File: config.mk
export PLATFORM = sky130hd
export DESIGN_NAME = ohdl_msg_tx
export DESIGN_NICKNAME = d
export VERILOG_FILES = /design/src/rtl/ohdl_pkg.sv /design/src/rtl/ohdl_msg_buf.sv /design/src/rtl/ohdl_bit_gen.sv /design/src/rtl/ohdl_slot_pack.sv /design/src/rtl/ohdl_msg_tx.sv
export SDC_FILE = /design/constraint.sdc
export NUM_CORES = 1
export LEC_CHECK = 0
export BUFFER_PORTS_ARGS = -buffer_cell sky130_fd_sc_hd__buf_2
export CAP_MARGIN = 20
export CELL_PAD_IN_SITES_DETAIL_PLACEMENT = 0
export CELL_PAD_IN_SITES_GLOBAL_PLACEMENT = 1
export CORE_UTILIZATION = 35
export CTS_BUF_LIST = sky130_fd_sc_hd__clkbuf_8
export CTS_CLUSTER_SIZE = 40
export DETAILED_ROUTE_END_ITERATION = 16
export HOLD_SLACK_MARGIN = 0.06
export PLACE_DENSITY_LB_ADDON = 0.15
export SLEW_MARGIN = 20
export SYNTH_ARGS = -nofsm -noshare
export SYNTH_HDL_FRONTEND = slang
export SYNTH_SLANG_ARGS = --single-unit
File: constraint.sdc
create_clock -name clk -period 3.4 [get_ports clk]
set_input_delay 0.34 -clock clk [delete_from_list [all_inputs] [get_ports clk]]
set_output_delay 0.34 -clock clk [all_outputs]
set_load 0.05 [all_outputs]
File: src/rtl/ohdl_pkg.sv
package ohdl_pkg;

    localparam int MAX_LEN_DEF = 82;
    localparam logic [7:0]  FLAG_BYTE = 8'h7E;
    localparam logic [15:0] CRC_POLY_REV = 16'h8408;
    localparam logic [15:0] CRC_PRESET = 16'hFFFF;
    localparam int STUFF_RUN = 5;
    localparam int FCS_BITS = 16;

    typedef enum logic [1:0] {
        G_IDLE,
        G_DATA,
        G_FCS,
        G_CLOSE
    } gen_state_e;

    typedef struct packed {
        logic [7:0] data;
        logic       vld;
        logic       last;
    } slot_byte_t;

    function automatic logic [15:0] crc_step(input logic [15:0] c, input logic b);
        logic [15:0] nxt;
        nxt = c >> 1;
        if (c[0] ^ b) nxt = nxt ^ CRC_POLY_REV;
        return nxt;
    endfunction

endpackage

File: src/rtl/ohdl_msg_buf.sv
module ohdl_msg_buf #(
    parameter int DEPTH = 82,
    parameter int AW    = 7
) (
    input  logic          clk,
    input  logic          we,
    input  logic [AW-1:0] waddr,
    input  logic [7:0]    wdata,
    input  logic [AW-1:0] raddr,
    output logic [7:0]    rdata
);
    logic [7:0] mem [DEPTH];

    always_ff @(posedge clk) begin
        if (we && (int'(waddr) < DEPTH)) mem[waddr] <= wdata;
    end

    always_comb begin
        rdata = (int'(raddr) < DEPTH) ? mem[raddr] : 8'h00;
    end
endmodule

File: src/rtl/ohdl_bit_gen.sv
module ohdl_bit_gen
    import ohdl_pkg::*;
#(
    parameter int MAX_LEN = 82,
    parameter int AW      = 7,
    parameter int LW      = 7
) (
    input  logic          clk,
    input  logic          rst,
    input  logic          go,
    input  logic [LW-1:0] len,
    output logic [AW-1:0] rd_addr,
    input  logic [7:0]    rd_data,
    input  logic          take,
    output logic          bit_val,
    output logic          bit_end,
    output logic          frame_start
);
    gen_state_e    st;
    logic [2:0]    bidx;
    logic [3:0]    fcnt;
    logic [2:0]    ones;
    logic [AW-1:0] byte_idx;
    logic [15:0]   crc;
    logic [15:0]   fcs_sh;
    logic          stuff;
    logic          last_byte;
    logic [15:0]   crc_nxt;
    int            len_eff;

    always_comb begin
        if (int'(len) == 0)            len_eff = 1;
        else if (int'(len) > MAX_LEN)  len_eff = MAX_LEN;
        else                           len_eff = int'(len);
    end

    assign rd_addr   = byte_idx;
    assign last_byte = (int'(byte_idx) == len_eff - 1);
    assign stuff     = (int'(ones) == STUFF_RUN) &&
                       ((st == G_DATA) || (st == G_FCS) || (st == G_CLOSE && bidx == 3'd0));

    always_comb begin
        if (stuff)                          bit_val = 1'b0;
        else if (st == G_DATA)              bit_val = rd_data[bidx];
        else if (st == G_FCS)               bit_val = fcs_sh[0];
        else                                bit_val = FLAG_BYTE[bidx];
    end

    assign crc_nxt     = crc_step(crc, bit_val);
    assign bit_end     = take && !stuff && (st == G_CLOSE) && (bidx == 3'd7);
    assign frame_start = take && (st == G_IDLE) && (bidx == 3'd7) && go;

    always_ff @(posedge clk) begin
        if (rst) begin
            st       <= G_IDLE;
            bidx     <= '0;
            fcnt     <= '0;
            ones     <= '0;
            byte_idx <= '0;
            crc      <= CRC_PRESET;
            fcs_sh   <= '0;
        end else if (take) begin
            if (stuff) begin
                ones <= '0;
            end else begin
                unique case (st)
                    G_IDLE: begin
                        bidx <= bidx + 3'd1;
                        ones <= '0;
                        if (bidx == 3'd7 && go) begin
                            st       <= G_DATA;
                            byte_idx <= '0;
                            crc      <= CRC_PRESET;
                        end
                    end
                    G_DATA: begin
                        crc  <= crc_nxt;
                        ones <= bit_val ? ones + 3'd1 : 3'd0;
                        bidx <= bidx + 3'd1;
                        if (bidx == 3'd7) begin
                            if (last_byte) begin
                                st     <= G_FCS;
                                fcnt   <= '0;
                                fcs_sh <= ~crc_nxt;
                            end else begin
                                byte_idx <= byte_idx + 1'b1;
                            end
                        end
                    end
                    G_FCS: begin
                        fcs_sh <= fcs_sh >> 1;
                        ones   <= bit_val ? ones + 3'd1 : 3'd0;
                        fcnt   <= fcnt + 4'd1;
                        if (int'(fcnt) == FCS_BITS - 1) begin
                            st   <= G_CLOSE;
                            bidx <= '0;
                        end
                    end
                    default: begin
                        ones <= '0;
                        bidx <= bidx + 3'd1;
                        if (bidx == 3'd7) st <= G_IDLE;
                    end
                endcase
            end
        end
    end
endmodule

File: src/rtl/ohdl_slot_pack.sv
module ohdl_slot_pack
    import ohdl_pkg::*;
(
    input  logic       clk,
    input  logic       rst,
    input  logic       stb,
    input  logic       bit_val,
    input  logic       bit_end,
    output logic       take,
    output logic       emit_end,
    output logic [7:0] slot_data,
    output logic       slot_load
);
    logic [7:0] asm_q;
    logic [3:0] asm_cnt;
    logic       asm_end;
    slot_byte_t rdy;
    logic       move;

    assign take     = (asm_cnt < 4'd8);
    assign move     = (asm_cnt == 4'd8) && (!rdy.vld || stb);
    assign emit_end = stb && rdy.vld && rdy.last;

    always_ff @(posedge clk) begin
        if (rst) begin
            asm_q     <= '0;
            asm_cnt   <= '0;
            asm_end   <= 1'b0;
            rdy       <= '0;
            slot_data <= '0;
            slot_load <= 1'b0;
        end else begin
            slot_load <= stb;
            if (stb) slot_data <= rdy.data;

            if (move) begin
                rdy     <= '{data: asm_q, vld: 1'b1, last: asm_end};
                asm_cnt <= '0;
                asm_end <= 1'b0;
            end else begin
                if (stb) rdy.vld <= 1'b0;
                if (take) begin
                    asm_q   <= {bit_val, asm_q[7:1]};
                    asm_cnt <= asm_cnt + 4'd1;
                    asm_end <= asm_end | bit_end;
                end
            end
        end
    end
endmodule

File: src/rtl/ohdl_msg_tx.sv
module ohdl_msg_tx
    import ohdl_pkg::*;
#(
    parameter  int MAX_LEN = MAX_LEN_DEF,
    localparam int AW      = $clog2(MAX_LEN),
    localparam int LW      = $clog2(MAX_LEN + 1)
) (
    input  logic          clk,
    input  logic          rst,
    input  logic          buf_we,
    input  logic [AW-1:0] buf_addr,
    input  logic [7:0]    buf_wdata,
    input  logic [LW-1:0] msg_len,
    input  logic          start_req,
    input  logic          nr_select,
    input  logic          irq_en,
    input  logic          stat_rd,
    input  logic          nr_stb,
    input  logic          gc_stb,
    output logic [7:0]    slot_data,
    output logic          slot_load,
    output logic          busy,
    output logic          irq_status,
    output logic          irq
);
    logic          start_q;
    logic          pend;
    logic          launch;
    logic          sel_stb;
    logic [AW-1:0] rd_addr;
    logic [7:0]    rd_data;
    logic          take;
    logic          bit_val;
    logic          bit_end;
    logic          frame_start;
    logic          emit_end;

    assign sel_stb = nr_select ? nr_stb : gc_stb;
    assign launch  = start_req && !start_q && !busy;

    ohdl_msg_buf #(.DEPTH(MAX_LEN), .AW(AW)) u_buf (
        .clk   (clk),
        .we    (buf_we),
        .waddr (buf_addr),
        .wdata (buf_wdata),
        .raddr (rd_addr),
        .rdata (rd_data)
    );

    ohdl_bit_gen #(.MAX_LEN(MAX_LEN), .AW(AW), .LW(LW)) u_gen (
        .clk         (clk),
        .rst         (rst),
        .go          (pend),
        .len         (msg_len),
        .rd_addr     (rd_addr),
        .rd_data     (rd_data),
        .take        (take),
        .bit_val     (bit_val),
        .bit_end     (bit_end),
        .frame_start (frame_start)
    );

    ohdl_slot_pack u_pack (
        .clk       (clk),
        .rst       (rst),
        .stb       (sel_stb),
        .bit_val   (bit_val),
        .bit_end   (bit_end),
        .take      (take),
        .emit_end  (emit_end),
        .slot_data (slot_data),
        .slot_load (slot_load)
    );

    always_ff @(posedge clk) begin
        if (rst) begin
            start_q    <= 1'b0;
            busy       <= 1'b0;
            pend       <= 1'b0;
            irq_status <= 1'b0;
        end else begin
            start_q <= start_req;
            if (launch) begin
                busy <= 1'b1;
                pend <= 1'b1;
            end else begin
                if (frame_start) pend <= 1'b0;
                if (emit_end)    busy <= 1'b0;
            end
            if (emit_end)     irq_status <= 1'b1;
            else if (stat_rd) irq_status <= 1'b0;
        end
    end

    assign irq = irq_status & irq_en;
endmodule

==> results.yml <==
outcome:
  status: "finished with violations"
  violations: "negative setup slack"
floorplan:
  placementRows: 107
  num_io_pins: 43
  coreArea_um2: 85100
  dieHeight_um: 295
  die_area_um2: 87200
  initial_utilization_pct: 35.4
  die_w_um: 295
finish:
  layout-drive-gt1-share_pct: 30.5
  layout_common_cells: "656 x edfxtp_1, 259 x buf_4, 202 x nor2_1"
  final_common_cell: "edfxtp_1"
  final_nets: 2245
  fin_cells: 3442
  area_growth_pct: 22.2
drt:
  post-route-drc-count: 0
  drt_pass1_iterations: 5
  wl_um: 86600
  post_drt_wl_per_cell_um: 25.2
  route.detailed.vias_per_inst: 5.16
  drt_iter0_drc: 1438
  antenna_left: 0
  vias: 17746
yosys:
  synthTopCellsByArea: "edfxtp_1 65%, mux4_2 10%, dfxtp_1 6.3%, mux2i_1 3.4%, nor2_1 2.5%"
  synth_enable_flop_cells: 656
  synth_flop_cell: "edfxtp_1"
  yosysTopAreaCell: "edfxtp_1"
  syn_inst: 1809
  ys_types: 64
  async_flop_share_pct: 0
  ys_ff_latch: 751
  netlist_area_um2: 30100
  yosys_warnings: 0
  avgSynthCellArea_um2: 16.6
  synth_top_area_share_pct: 65.4
  syn_nets: 1855
  seq_area_frac_synth_pct: 71.7
grt:
  grt_start_max_net_pins: 83
  grt_pass1_wl_um: 125000
  grt_overflow: 0
  grt_usage_pct: 20.2
  antenna_found_initial: 2
  grt_pass1_vias: 18125
pwr:
  p_clk_share_pct: 42.3
  irDropWorstVdd_mv: 0.305
  p_per_area_nw_per_um2: 496
  combinationalPowerShare_pct: 2.6
  seqPwrFrac_pct: 55.1
  power.leakage_uw: 0.0122
  p_sw_uw: 4110
  intPower_uw: 14200
  switching_share_pct: 22.5
setup_path:
  crit_type: "register to register"
  critical_path_required_ns: 4.07
  r2r_cells: 12
  startpoint_type: "register"
  reg2reg_setup_slack_ns: -0.07
  worstPathArrival_ns: 4.14
  cp-end-kind: "register"
  critPathCapture: "u_gen.fcs_sh[10]"
  critPathMaxFanout: 8
  reg2reg_to: "u_gen.fcs_sh[10]"
sta:
  finalWorstSetupSlack_ns: -0.0654
  min_period_over_period_pct: 102
  tns_ns: -0.101
  slew_viol_final: 0
  fmax_mhz: 289
  holdWs_ns: 0.119
  final-setup-viol-count: 4
  slew_headroom_pct: 24.5
  rsz0062_at_grt: "yes"
  worst-slew-pin-transition_ns: 1.13
  finalHoldViolations: 0
  period_minus_slack_ns: 3.47
  finalClockSkew_ns: 0.0295
placed_design:
  pre_cts_ws_ns: -0.479
  hpwlAfterDp_um: 55100
  place_congestion: 0.829
  port_buffers: 42
  place_inst: 3157
clock_network:
  numClockSinks: 751
  clockBufferDepth: 3
  htreeDepth: 4
  cts_root_buffer: "clkbuf_8"
  cts_tree: "built"
  clk_pin_slew_ns: 0.06
  worstSkewPairLatency_ns: 0.80
  cts_buffers: 132
hold_path:
  whs_path_depth: 1
  worstHoldPathType: "input pin to register"
flow_run:
  maxCapViolCount: 0
per-stage QoR:
| stage | util (%) | area [µm²] | power [µW] |
|---|---|---|---|
| 3_5_place_dp | 39.3 | 33400 | 10700 |
| 3_3_place_gp | 39.3 | 33400 | 10700 |
| 2_1_floorplan | - | 30100 | 10400 |
| 4_1_cts | 43.0 | 36600 | 18500 |
| 5_1_grt | 43.2 | 36800 | 18900 |
| 6_report | 43.2 | 36800 | 18300 |
worst max-delay path: stages (launching register included):
cell       delay (ns)
dfxtp_4          0.40
buf_12           0.14
buf_12           0.13
mux4_2           0.50
mux2i_2          0.21
o32a_1           0.26
o2111ai_2        0.19
a221o_1          0.34
a41o_4           0.30
a211o_4          0.37
o211ai_4         0.16
nor4b_2          0.08
a221o_1          0.25
metal layers:
layer	GRT usage (%)	vias to the layer above	part of all wire [%]
met5	0	-	0
met4	7.05	0	2.5
met3	4.23	118	5.7
met2	31.9	570	47
met1	27.7	9167	45
li1	-	7891	-
flip-flops by register name, indices dropped and copies added (netlist names), named ones only:
register,flops
u_pack.asm_end,1
u_gen.fcnt,4
u_gen.ones,3
start_q,1
u_pack.rdy,10
busy,1
u_gen.st,2
u_pack.asm_cnt,4
u_gen.rd_addr,7
u_pack.slot_data,8
u_pack.slot_load,1
irq_status,1
pend,1
u_pack.asm_q,8
u_gen.crc,16
u_gen.fcs_sh,16
u_buf.mem,656
u_gen.bidx,3
cells in the mapped netlist, types with 20 or more instances:
cell type	n
nor2b_1	24
mux2i_1	101
a22oi_1	30
nor2_1	202
mux4_2	137
dfxtp_1	95
clkbuf_1	42
nand2_1	111
nor3_1	20
nand3_1	54
edfxtp_1	656
inv_1	22
a21oi_1	67
how the worst min path moves through the flow:
stage                             start  slack (ns)             endpoint
global route               buf_wdata[4]        0.11     u_buf.mem[77][4]
floorplan                 u_pack.rdy[2]        0.44  u_pack.slot_data[0]
CTS                              nr_stb        0.06  u_pack.slot_data[1]
detailed placement  u_pack.slot_data[2]        0.44  u_pack.slot_data[2]
global placement    u_pack.slot_data[4]        0.44  u_pack.slot_data[4]
finish                     buf_wdata[4]        0.12     u_buf.mem[77][4]
power groups by stage:
stage / clock network (µW) / logic (µW) / registers (µW)
6_report: 7720 / 473 / 10100
5_1_grt: 8350 / 512 / 10100
3_3_place_gp: 0 / 435 / 10300
3_5_place_dp: 0 / 446 / 10300
4_1_cts: 7950 / 470 / 10100
2_1_floorplan: 0 / 161 / 10300
area by class of cell:
type	count	area, µm²
Clock inverter	92	507
Multi-Input combinational cell	941	8130
Clock buffer	139	1910
Antenna cell	2	5.00
Inverter	22	82.6
Sequential cell	751	21600
Fill cell	7727	48300
Timing Repair Buffer	351	3120
Tap cell	1144	1430
cell families (layout without fill, tap and decap cells):
group / Yosys count / count (layout) / synth area share, %
AO/OA/AOI/OAI: 188 / 188 / 4.18
XOR/XNOR: 15 / 15 / 0.436
other: 0 / 2 / 0
adder cells (fa/ha/maj): 15 / 15 / 0.623
multiplexers: 250 / 250 / 14.1
buffers and inverters: 117 / 604 / 2.00
flip-flops: 751 / 751 / 71.7
AND/OR/NAND/NOR: 473 / 473 / 6.99
timing repair:
action,in CTS,in global routing
resized for setup,50,16
hold endpoints to repair,83,12
hold buffers,9,1
pin swaps,20,8
setup endpoints to repair,10,10
gates cloned,7,0
buffers inserted,24,12
Power figures use the tool's default switching activity.
